**src/rtl/prt_pkg.sv**
```systemverilog
package prt_pkg;

  typedef enum logic [1:0] {
    PRV_USER  = 2'd0,
    PRV_SUPER = 2'd1,
    PRV_HYPER = 2'd2,
    PRV_MACH  = 2'd3
  } priv_e;

  typedef enum logic {
    OP_TO_SUPER = 1'b0,
    OP_XRET     = 1'b1
  } op_e;

  // status stack field positions (adjacent from bit 0)
  localparam int unsigned PRV_W    = 2;
  localparam int unsigned IE0_BIT  = 0;
  localparam int unsigned PRV0_LO  = IE0_BIT + 1;
  localparam int unsigned IE1_BIT  = PRV0_LO + PRV_W;
  localparam int unsigned PRV1_LO  = IE1_BIT + 1;
  localparam int unsigned IE2_BIT  = PRV1_LO + PRV_W;
  localparam int unsigned PRV2_LO  = IE2_BIT + 1;
  localparam int unsigned STACK_W  = PRV2_LO + PRV_W;

endpackage

```
**src/rtl/prt_target_sel.sv**
```systemverilog
module prt_target_sel
  import prt_pkg::*;
#(
  parameter int unsigned XLEN       = 32,
  parameter int unsigned ALIGN_BITS = 2
) (
  input  op_e              op,
  input  priv_e            prv,
  input  logic [XLEN-1:0]  tvec,
  input  logic [XLEN-1:0]  sv_epc,
  input  logic [XLEN-1:0]  mc_epc,
  output logic             legal,
  output logic             aligned,
  output logic [XLEN-1:0]  target
);

  always_comb begin
    legal  = 1'b0;
    target = tvec;
    unique case (op)
      OP_TO_SUPER: begin
        legal  = (prv == PRV_MACH);
        target = tvec;
      end
      OP_XRET: begin
        unique case (prv)
          PRV_SUPER: begin
            legal  = 1'b1;
            target = sv_epc;
          end
          PRV_MACH: begin
            legal  = 1'b1;
            target = mc_epc;
          end
          default: begin
            legal  = 1'b0;
            target = sv_epc;
          end
        endcase
      end
      default: begin
        legal  = 1'b0;
        target = tvec;
      end
    endcase
  end

  assign aligned = (target[ALIGN_BITS-1:0] == '0);

endmodule

```
**src/rtl/prt_stack_pop.sv**
```systemverilog
module prt_stack_pop
  import prt_pkg::*;
#(
  parameter int unsigned XLEN = 32
) (
  input  logic [XLEN-1:0] st_in,
  output logic [XLEN-1:0] st_popped
);

  always_comb begin
    st_popped                   = st_in;
    st_popped[IE0_BIT]          = st_in[IE1_BIT];
    st_popped[PRV0_LO +: PRV_W] = st_in[PRV1_LO +: PRV_W];
    st_popped[IE1_BIT]          = st_in[IE2_BIT];
    st_popped[PRV1_LO +: PRV_W] = st_in[PRV2_LO +: PRV_W];
    st_popped[IE2_BIT]          = 1'b1;
    st_popped[PRV2_LO +: PRV_W] = PRV_USER;
  end

endmodule

```
**src/rtl/prt_priv_set.sv**
```systemverilog
module prt_priv_set
  import prt_pkg::*;
#(
  parameter int unsigned XLEN = 32
) (
  input  logic [XLEN-1:0] st_in,
  input  priv_e           new_prv,
  output logic [XLEN-1:0] st_out
);

  always_comb begin
    st_out                   = st_in;
    st_out[PRV0_LO +: PRV_W] = new_prv;
  end

endmodule

```
**src/rtl/priv_return_unit.sv**
```systemverilog
module priv_return_unit
  import prt_pkg::*;
#(
  parameter int unsigned XLEN       = 32,
  parameter int unsigned ALIGN_BITS = 2
) (
  input  logic            clk,
  input  logic            rst,
  input  logic            req_valid,
  input  logic            req_op,
  input  logic [XLEN-1:0] cur_pc,
  input  logic [XLEN-1:0] status_in,
  input  logic [XLEN-1:0] m_epc,
  input  logic [XLEN-1:0] m_cause,
  input  logic [XLEN-1:0] m_badaddr,
  input  logic [XLEN-1:0] s_epc,
  input  logic [XLEN-1:0] s_tvec,
  output logic            done,
  output logic            commit,
  output logic            illegal,
  output logic            misaligned,
  output logic [XLEN-1:0] next_pc,
  output logic [XLEN-1:0] fault_addr,
  output logic            status_we,
  output logic [XLEN-1:0] status_out,
  output logic            s_trap_we,
  output logic [XLEN-1:0] s_epc_out,
  output logic [XLEN-1:0] s_cause_out,
  output logic [XLEN-1:0] s_badaddr_out
);

  op_e             op;
  priv_e           cur_prv;
  logic            legal;
  logic            aligned;
  logic [XLEN-1:0] target;
  logic [XLEN-1:0] st_popped;
  logic [XLEN-1:0] st_super;

  assign op      = op_e'(req_op);
  assign cur_prv = priv_e'(status_in[PRV0_LO +: PRV_W]);

  prt_target_sel #(.XLEN(XLEN), .ALIGN_BITS(ALIGN_BITS)) u_sel (
    .op      (op),
    .prv     (cur_prv),
    .tvec    (s_tvec),
    .sv_epc  (s_epc),
    .mc_epc  (m_epc),
    .legal   (legal),
    .aligned (aligned),
    .target  (target)
  );

  prt_stack_pop #(.XLEN(XLEN)) u_pop (
    .st_in     (status_in),
    .st_popped (st_popped)
  );

  prt_priv_set #(.XLEN(XLEN)) u_set (
    .st_in   (status_in),
    .new_prv (PRV_SUPER),
    .st_out  (st_super)
  );

  always_ff @(posedge clk) begin
    if (rst) begin
      done          <= 1'b0;
      commit        <= 1'b0;
      illegal       <= 1'b0;
      misaligned    <= 1'b0;
      status_we     <= 1'b0;
      s_trap_we     <= 1'b0;
      next_pc       <= '0;
      fault_addr    <= '0;
      status_out    <= '0;
      s_epc_out     <= '0;
      s_cause_out   <= '0;
      s_badaddr_out <= '0;
    end else begin
      done       <= req_valid;
      commit     <= 1'b0;
      illegal    <= 1'b0;
      misaligned <= 1'b0;
      status_we  <= 1'b0;
      s_trap_we  <= 1'b0;
      if (req_valid) begin
        next_pc <= cur_pc;
        if (!legal) begin
          illegal <= 1'b1;
        end else if (!aligned) begin
          misaligned <= 1'b1;
          fault_addr <= cur_pc;
        end else begin
          commit    <= 1'b1;
          next_pc   <= target;
          status_we <= 1'b1;
          if (op == OP_TO_SUPER) begin
            status_out    <= st_super;
            s_trap_we     <= 1'b1;
            s_epc_out     <= m_epc;
            s_cause_out   <= m_cause;
            s_badaddr_out <= m_badaddr;
          end else begin
            status_out <= st_popped;
          end
        end
      end
    end
  end

endmodule

```
**config.mk**
```make
export PLATFORM = sky130hd
export DESIGN_NAME = priv_return_unit
export DESIGN_NICKNAME = d
export VERILOG_FILES = /design/src/rtl/prt_pkg.sv /design/src/rtl/prt_target_sel.sv /design/src/rtl/prt_stack_pop.sv /design/src/rtl/prt_priv_set.sv /design/src/rtl/priv_return_unit.sv
export SDC_FILE = /design/constraint.sdc
export NUM_CORES = 1
export LEC_CHECK = 0
export BUFFER_PORTS_ARGS = -buffer_cell sky130_fd_sc_hd__buf_2
export CORE_AREA = 4 4 165 167
export DETAILED_ROUTE_END_ITERATION = 10
export DIE_AREA = 0 0 169 171
export HOLD_SLACK_MARGIN = 0.05
export PLACE_DENSITY = 0.56
export SLEW_MARGIN = 10
export SYNTH_ARGS = -nofsm -noshare
export SYNTH_HDL_FRONTEND = slang
export SYNTH_SLANG_ARGS = --single-unit
```
**constraint.sdc**
```tcl
create_clock -name clk -period 1.7 [get_ports clk]
set_input_delay 0 -clock clk [delete_from_list [all_inputs] [get_ports clk]]
set_output_delay 0 -clock clk [all_outputs]
set_load 0.02 [all_outputs]
```
== Word level (Yosys, flattened, before mapping) ==
Cells that the tools add are included.

* Register bits after elaboration: 197
* Bits of input ports: 228
* Output and inout port bits: 198

* Equal/unequal tests: 2
* Mux-type cells: 11
* Bitwise logic cells: 4
* Reductions and logical operators: 8

{| class="wikitable"
|+ Operator list
! cell !! number
|-
| two-way mux 32 bit || 3
|-
| case mux 32 bit (2 select lines) || 1
|-
| two-way mux 9 bit || 1
|-
| AND reduction 3 bit || 2
|-
| two-way mux 1 bit || 5
|-
| NOT 1 bit || 4
|-
| AND reduction 4 bit || 1
|-
| OR reduction 2 bit || 2
|-
| OR reduction 4 bit || 1
|-
| OR reduction 3 bit || 1
|-
| equality test 2 x 1 -> 1 bit, second input constant || 1
|-
| equality test 2 bit, second input constant || 1
|-
| logical NOT 2 bit || 1
|-
| case mux 1 bit (2 select lines) || 1
|}

== Longest topological paths before layout ==
Gate-level depths: netlist (run 1).

* Word-level depth: 6
* Mapped depth: 7

== By module ==
A second synthesis (run 1) with hierarchy kept.

* Cells, all modules: 1,040
* Area total of the unflattened synthesis: 9,968.3 µm²

{| class="wikitable"
|+ Modules (own cells, without submodules)
! module !! times used !! cells each !! area each (µm²) !! seq. area each (µm²)
|-
| priv_return_unit || 1 || 863 || 8,785.9 || 3,943.8
|-
| prt_target_sel || 1 || 111 || 694.4 || 0.0
|-
| prt_stack_pop || 1 || 34 || 247.7 || 0.0
|-
| prt_priv_set || 1 || 32 || 240.2 || 0.0
|}

== Worst setup path before layout (run 1) ==
Ideal clock, no wire load.

* Kind: input to register
* From: input port status_in[1]
* To: register next_pc[22]
* Setup time: 0.119 ns
* Data arrival time: 1.211 ns
* Required time: 1.581 ns
* Slack: 0.370 ns
* Stages: 7
* Path buffers: 3
* Cell sequence: buf_6 -> and4bb_4 -> nor4b_2 -> a21oi_1 -> buf_2 -> buf_6 -> o221a_2

* Word-level cells in the longest chain between the ends: 6
* Elaborated cells between the ends (all ways): 10
* Classes of those cells: 2 x eq/ne; 6 x mux; 2 x reduce/logical

{| class="wikitable"
|+ Ends and longest elaborated chain
! element !! line !! text
|-
| start: declaration || priv_return_unit.sv:12 || <nowiki>input logic [XLEN-1:0] status_in,</nowiki>
|-
| equality test 2 bit || prt_target_sel.sv:22, prt_target_sel.sv:26 ||
|-
| two-way mux 32 bit || prt_target_sel.sv:26 || <nowiki>unique case (prv)</nowiki>
|-
| case mux 32 bit (2 select lines) || prt_target_sel.sv:20 || <nowiki>unique case (op)</nowiki>
|-
| logical NOT 2 bit || prt_target_sel.sv:48 || <nowiki>assign aligned = (target[ALIGN_BITS-1:0] == '0);</nowiki>
|-
| two-way mux 32 bit || priv_return_unit.sv:90 || <nowiki>end else if (!aligned) begin</nowiki>
|-
| two-way mux 32 bit (*) || priv_return_unit.sv:88 || <nowiki>if (!legal) begin</nowiki>
|-
| end signal: assignment || priv_return_unit.sv:87 || <nowiki>next_pc <= cur_pc;</nowiki>
|-
| end signal: assignment || priv_return_unit.sv:95 || <nowiki>next_pc <= target;</nowiki>
|-
| end: declaration || priv_return_unit.sv:22 || <nowiki>output logic [XLEN-1:0] next_pc,</nowiki>
|}

Mark *: on every way between the ends. The rest lies on a longest branch, timed or not.
A chain may end at the register's enable or synchronous reset.

== Worst setup path in the final report (run 1) ==
* From: input port req_op
* To: register next_pc[30]

* Word-level cells in the longest chain between the ends: 5
* Elaborated cells between the ends (all ways): 6
* Classes of those cells: 4 x mux; 1 x bitwise; 1 x reduce/logical

{| class="wikitable"
|+ Ends and longest elaborated chain
! element !! line !! text
|-
| start: declaration || priv_return_unit.sv:10 || <nowiki>input logic req_op,</nowiki>
|-
| NOT 1 bit (no source line) || n/a ||
|-
| case mux 32 bit (2 select lines) || prt_target_sel.sv:20 ||
|-
| logical NOT 2 bit || prt_target_sel.sv:48 ||
|-
| two-way mux 32 bit || priv_return_unit.sv:90 ||
|-
| two-way mux 32 bit (*) || priv_return_unit.sv:88 ||
|}

Marked as above.

==> results of run 1 <==
[what timing repair did]
| item | 4_1_cts | 5_1_grt |
|---|---|---|
| setup endpoints to repair | 0 | 2 |
| gates resized for setup | 0 | 2 |
| hold endpoints to repair | 194 | 0 |
| hold buffers | 201 | 0 |
[worst register-to-register path: stages, from the launching register on]
cell,delay [ns]
dfxtp_1,0.35
nand2_1,0.05
a21oi_1,0.17
dlygate4sd3_1,0.56
[cell type report]
| class | instances | area share (%) |
|---|---|---|
| timing repair buffer | 648 | 33.9 |
| sequential | 197 | 30.1 |
| multi-input combinational | 721 | 27.8 |
| clock buffer | 18 | 3.35 |
| tap | 335 | 3.20 |
| clock inverter | 14 | 1.53 |
| antenna | 5 | 0.0955 |
| inverter | 1 | 0.0286 |
[cell usage in the layout, fill, tap and decap left out, types with 2 or more instances in the layout]
cell,netlist,layout
clkinv_8,0,4
dlygate4sd3_1,0,201
nor3_1,11,11
mux2i_1,38,38
clkbuf_16,0,17
inv_6,0,6
nand3_1,25,24
a31oi_1,30,30
a31o_1,2,2
o21ai_0,26,26
and2_1,3,3
nor2_1,94,94
nor4b_1,2,2
a21oi_1,121,120
a211oi_1,5,5
bufinv_16,0,2
nor3b_1,3,3
diode_2,0,5
buf_4,1,10
buf_6,11,3
buf_2,15,424
o221a_1,11,11
dfxtp_1,197,197
nand2_1,319,319
inv_8,0,2
o221a_2,18,18
buf_12,0,10
[sequential cells by signal, indices dropped and copies added, names as in the netlist]
signal	flops
status_out	32
fault_addr	32
s_trap_we	1
s_badaddr_out	32
status_we	1
done	1
s_cause_out	32
s_epc_out	32
illegal	1
misaligned	1
next_pc	32
[stage by stage]
stage               hold slack (ns)  total power (W)  instance area [sq um]  util [%]
floorplan                     0.136          0.00557                   7990         -
global placement              0.240          0.00620                  10400      40.5
detailed placement            0.245          0.00621                  10400      40.5
CTS                          0.0504           0.0110                  13100      50.8
global route                 0.0554           0.0113                  13100      50.8
finish                       0.0643           0.0108                  13100      50.9
[layer usage]
layer | up-vias | track usage, % | part of all wire, %
met2 | 387 | 36.4 | 47
met4 | 2 | 8.37 | 3.1
li1 | 4544 | - | -
met3 | 56 | 6.72 | 8.9
met5 | - | 0 | 0.034
met1 | 4260 | 26.0 | 40
[cells in the mapped netlist (2+ instances only)]
cell type	count	area, sq um
nand2_1	319	1200
dfxtp_1	197	3940
a21oi_1	121	606
nor2_1	94	353
clkbuf_1	57	214
mux2i_1	38	380
a31oi_1	30	188
o21ai_0	26	130
nand3_1	25	125
o221a_2	18	203
buf_2	15	75.1
buf_6	11	124
nor3_1	11	55.1
o221a_1	11	124
a211oi_1	5	37.5
and2_1	3	18.8
nor3b_1	3	22.5
a31o_1	2	17.5
and3_1	2	12.5
clkbuf_2	2	10.0
nor4b_1	2	17.5
[worst paths after layout]
path | endpoint | depth (start not counted) | slack (ns)
max reg2reg | s_epc_out[8] | 3 | 0.51
min | next_pc[24] | 4 | 0.06
max | next_pc[30] | 6 | 0.17
min reg2reg | s_badaddr_out[22] | 2 | 0.45
[kinds of logic after synthesis]
logic type	share of synthesized area [%]
AND/OR/NAND/NOR	23.4
AO/OA/AOI/OAI	17.0
flip-flops	49.3
buffers and inverters	5.48
multiplexers	4.76
[where the power goes]
part / internal (W) / switching, W
Clock: 0.00231 / 0.00206
Combinational: 0.000826 / 0.000838
Sequential: 0.00474 / 0.0000663
==> results.txt, run 1 <==
The initial utilization of the core area, before any placement, comes to 31.0%. The largest stage delay on the critical path works out to 0.61 ns. For the headroom to the max-slew limit, the log shows 62.9%.

The synthesized design contains 197 register bits. The critical path capture point type was a flop. By startpoint and endpoint, the worst setup path is classified as input pin to flop. The total of max-cap violations came out at 0. Walking the worst path, the cells encountered are buf_2, buf_4, buf_4, a31oi_1, dlygate4sd3_1, o221a_1. The tools report the number of max-slew violations in the final report as 0. Setup repair after global routing left no endpoint under its margin. The run gives 50,500 um as the wire length of the first global-routing pass.

The insertion delay of the later-clocked pin in the worst-skew pair was 0.42 ns; the number of buffer and inverter instances along the worst setup path was 4. For the final routed database, the setup TNS stands at 0 ns. The total power per unit cell area was 828 nW/um^2. The run gives 35 as the number of library cell types mapped by synthesis.

Using the TritonRoute via totals, the vias-per-cell ratio works out to 4.77. The post-route netlist has 31.8% of its cells at a drive strength greater than 1. TritonCTS built the clock tree.

The core region is 25,800 sq um. The tools report the highest clock rate as 655 MHz. The die boundary height works out to 171 um.

In the global route stage, overall resource usage came out at 21.6%. The tools report the clock tree root driver cell as clkbuf_16. Summing over every cut layer, the via total after detailed routing is 9,249. Setup slack on the critical path of the routed design comes to 0.173 ns.

The startpoint of the worst setup timing path was req_op. Global placer's final weighted congestion: 0.814. The count of buffers added on input and output ports is 425. Among all flip-flop cells after synthesis, the most frequent one is dfxtp_1. The largest net degree at the start of global routing was 77; the post-detailed-routing wire length was 32,700 um.

The first-pass detailed-route iteration total was 5; the final critical delay including setup and external delays was 1.53 ns. The critical-path maximum fanout is 49. Proportion of synthesized flip-flops having asynchronous set or reset: 0%. The logs give 0 for the hold violation total from the final report and 0 for the number of buffers inserted to repair setup after CTS. Among the stages of the critical path, the cell type that occurs most often is buf_4.

Broken down by cell family, the worst path's largest delay share belongs to buffers and inverters. The worst-case IR drop observed on VDD is 0.608 mV. Measured along the x axis, the die boundary spans 169 um. Fill cells in the final layout number 2,429. After synthesis, flip-flops and latches occupy 49.3% of the total area. The leakage power total came out at 5.92 nW. For the number of antenna-violating nets in the routed design, the log shows 0. Among all stages on the critical path, the largest delay is contributed by dlygate4sd3_1. The area of the die is 28,900 sq um. The clock skew came out at 0 ns. The worst register-to-register path begins at s_epc_out[8]. After detailed routing, the average wire length per cell comes to 16.8 um. The area growth from synthesis to layout is 64.0%. For the initial DRC count, the log shows 534. The number of standard cells in the layout, taps in and fillers out was 1,939; the HPWL reported at the end of detailed placement was 22,600 um.

The leftover overflow at the end of global routing was 0; the clock-pin slew reported for the worst setup and hold paths after clock tree synthesis was 0.07 ns. The tools report the worst-case clock buffer depth as 2. For this design, the sink count on the clock tree is 197. The slew at the pin closest to its max-slew limit was 0.556 ns.

The critical path data arrival time was 1.85 ns; the number of warning messages in the yosys log was 0. The via count of the first global-routing pass was 9,413. The run gives 2.02 ns as the worst path required time. STA classifies the critical path startpoint as an input pin. The number of antenna violations at the first check in global routing was 4; the final-stage net count was 1,814.

The tools report the number of placement rows as 59. The count of flip-flops with a built-in enable after synthesis is 0. The worst hold path belongs to the class input pin to flop.

The gate count of the mapped netlist came out at 1,006. In this run the cell area of the synthesized design comes to 7990 sq um. The worst hold path begins at s_tvec[24]. The multi-input gate area in the final layout was 3650 sq um.

In this run, placement finished with an instance count of 1,701. For this design the top-level I/O count stands at 426. Ratio of final minimum period to clock period: 89.8%. The flow ran to the end, and the final reports show no timing, DRC or antenna violations.

In the final layout, flip-flops and latches occupy 3940 sq um. The average instance area after synthesis is 7.94 sq um. The number of design rule violations left after detail routing was 0.

Clock tree synthesis inserted a total of 17 buffers. Setup violations remaining at the end of the flow were counted as 0. Timing analysis after detailed placement gives a worst setup slack of 0.135 ns. The level count of the clock H-tree is 4. The tools report the synthesized net count as 1,234.
Power figures use the tool's default switching activity.
==> run 2, diff against run 1 <==
--- a/config.mk
+++ b/config.mk
@@ -7,10 +7,13 @@
 export LEC_CHECK = 0
 export BUFFER_PORTS_ARGS = -buffer_cell sky130_fd_sc_hd__buf_2
 export CORE_AREA = 4 4 165 167
+export CTS_BUF_LIST = sky130_fd_sc_hd__clkbuf_4 sky130_fd_sc_hd__clkbuf_8
 export DETAILED_ROUTE_END_ITERATION = 10
 export DIE_AREA = 0 0 169 171
 export HOLD_SLACK_MARGIN = 0.05
 export PLACE_DENSITY = 0.56
+export RECOVER_POWER = 25
+export SETUP_SLACK_MARGIN = 0.05
 export SLEW_MARGIN = 10
 export SYNTH_ARGS = -nofsm -noshare
 export SYNTH_HDL_FRONTEND = slang
==> results.txt, run 2 (synthesis results as in run 1) <==
The area of placed instances came out at 10,400 sq um (unchanged). The post-detailed-route wirelength per cell was 16.9 um (was 16.8 um). The instance count after placement with tap cells included is 1,701 (unchanged), and the worst vdd rail ir drop is 0.442 mV (was 0.608 mV). The cell with the largest stage delay on the worst path was buf_2 (was dlygate4sd3_1).

The largest net degree at the start of global routing is 77 (unchanged), and the CTS buffer count is 17 (unchanged). Critical-path maximum fanout: 32 (was 49). Cell chain of the critical path: dlygate4sd3_1, clkbuf_2, buf_2, a21oi_1 (was buf_2, buf_4, buf_4, a31oi_1, dlygate4sd3_1, o221a_1). The tools report the number of antenna-violating nets in the routed design as 0 (unchanged).

The clock skew is 0 ns (unchanged), and the number of cells upsized or downsized after cts is 0 (unchanged). The run finished with clean final reports. The number of primary I/O pins was 426 (unchanged); the global placer's final weighted congestion was 0.814 (unchanged). The number of design rule violations left after detail routing was 0 (unchanged); the routed via count divided by cell count was 4.77 (about the same).

The TritonCTS sink count was 197 (unchanged); the number of max-slew violations in the final report was 0 (unchanged). Cell class contributing the biggest share of worst-path delay: buffers and inverters (unchanged). The leftover overflow at the end of global routing is 0 (unchanged). For the initial DRC count, the log shows 488 (was 534). Setup repair after global routing left no endpoint under its margin. The tools report the total of max-cap violations as 0 (unchanged). The die boundary height is 171 um (unchanged), and the placeable core area is 25,800 sq um (unchanged). For the headroom to the max-slew limit, the log shows 47.7% (was 62.9%). The path category of the worst min-delay check is input pin to flop (unchanged). The highest clock rate was 626 MHz (was 655 MHz). The fraction of layout instances using a drive strength above 1 is 27.1% (was 31.8%), and the leakage power total is 5.66 nW (was 5.92 nW). The largest stage delay on the critical path is 0.66 ns (was 0.61 ns). Commonest non-fill, non-tap cell in the layout: buf_2 (unchanged). The level count of the clock H-tree is 4 (unchanged). The final design utilization was 50.9% (about the same); the total power per unit cell area was 757 nW/um^2 (was 828 nW/um^2). TritonCTS built the clock tree. The HPWL reported at the end of detailed placement is 22,600 um (unchanged). The total of buffers placed on input and output ports was 425 (unchanged); the area of the die was 28,900 sq um (unchanged). The global-route usage over all layers is 21.9% (was 21.6%), and the clock-pin slew reported for the worst setup and hold paths after clock tree synthesis is 0.12 ns (was 0.07 ns). The tools report the clock tree root driver cell as clkbuf_8 (was clkbuf_16). For the final cell area excluding filler cells, the log shows 13,100 sq um (about the same). The final critical delay including setup and external delays came out at 1.60 ns (was 1.53 ns).

The tools report the critical path data arrival time as 1.93 ns (was 1.85 ns). The number of placement rows was 59 (unchanged). The category of the most critical setup path was input pin to flop (unchanged). The final-stage net count was 1,845 (was 1,814); the insertion delay of the later-clocked pin in the worst-skew pair was 0.44 ns (was 0.42 ns).

The wire length of the first global-routing pass was 51,200 um (was 50,500 um); the number of standard cells in the layout, taps in and fillers out was 1,969 (was 1,939). Layout overhead on the synthesized area: 64.2% (was 64.0%). The kind of launch point of the worst setup path is an input pin (unchanged).

Hold violation total from the final report: 0 (unchanged). The width of the die was 169 um (unchanged). Most frequent cells in the layout: buf_2 (359), nand2_1 (319), dlygate4sd3_1 (232) (was buf_2 (424), nand2_1 (319), dlygate4sd3_1 (201)).

The worst path required time was 2.03 ns (was 2.02 ns). The tools report the setup total negative slack as 0 ns (unchanged). Post-detailed-routing wire length: 33,200 um (was 32,700 um). The slew at the pin closest to its max-slew limit was 0.785 ns (was 0.556 ns). The post-layout total power is 0.00993 W (was 0.0108 W). The worst-case clock buffer depth was 2 (unchanged); the via count of the first global-routing pass was 9,670 (was 9,413). The number of antenna violations at the first check in global routing came out at 3 (was 4).

The tools report the critical path capture point type as a flop (unchanged). The starting density of the core is 31.0% (unchanged). For the final setup violation count, the log shows 0 (unchanged). The first-pass detailed-route iteration total was 4 (was 5); the number of buffer and inverter instances along the worst setup path was 3 (was 4).

The total of fill cells in the finished design is 2,467 (was 2,429), and the via count is 9,401 (was 9,249). The ratio of final minimum period to clock period came out at 93.9% (was 89.8%).
## run 2: changes by cell type in the layout (fill, tap and decap cells not counted), sizes merged
cell,delta
buf,-67
diode,-1
dlygate4sd3,+31
clkbuf,+67
## run 2: repair_timing
item | 4_1_cts | 5_1_grt
hold buffers | 232 | 0
endpoints found under the hold margin | 194 | 0
endpoints found under the setup margin | 0 | 0
setup buffers | 0 | 0
## run 2: per-stage QoR
stage / worst slack [ns] / hold WS, ns
final: 0.104 / 0.132
after floorplan: 0.370 / 0.136
after detailed placement: 0.135 / 0.245
after global placement: 0.187 / 0.240
after CTS: 0.193 / 0.0901
after global routing: 0.0323 / 0.117
## run 2: worst paths after layout
path / from / to / slack [ns] / cells after the start
min: req_op / status_out[6] / 0.13 / 4
max reg2reg: s_epc_out[8] / s_epc_out[8] / 0.49 / 3
max: rst / s_cause_out[13] / 0.10 / 4
min reg2reg: s_badaddr_out[7] / s_badaddr_out[7] / 0.46 / 2
## run 2: worst reg2reg max path: cells and delay by family (launching register included)
| family | cells | cell delay (ns) |
|---|---|---|
| flip-flops | 1 | 0.37 |
| AND/OR/NAND/NOR | 1 | 0.05 |
| AO/OA/AOI/OAI | 1 | 0.17 |
| buffers and inverters | 1 | 0.58 |
## run 2: report_power, final
part / internal, W / switching [W]
registers: 0.00474 / 0.0000682
logic: 0.000877 / 0.000851
clock network: 0.00145 / 0.00195
## run 2: layer usage
metal	wire length [um]	part of all wire, %	GRT usage, %	vias up
li1	-	-	-	4601
met1	13700	41	26.3	4355
met2	15900	48	37.4	391
met3	2720	8.2	6.59	54
met4	960	2.9	7.63	0
met5	0	0	0	-
## run 2: area by class of cell
type	count	area [sq um]	share of cell area [%]
repair buffers	679	4650	35.5
flip-flops and latches	197	3940	30.0
multi-input cells	721	3650	27.8
well taps	335	419	3.19
clock buffers	18	248	1.89
clock inverters	14	200	1.53
diodes	4	10.0	0.0763
inverters	1	3.75	0.0286
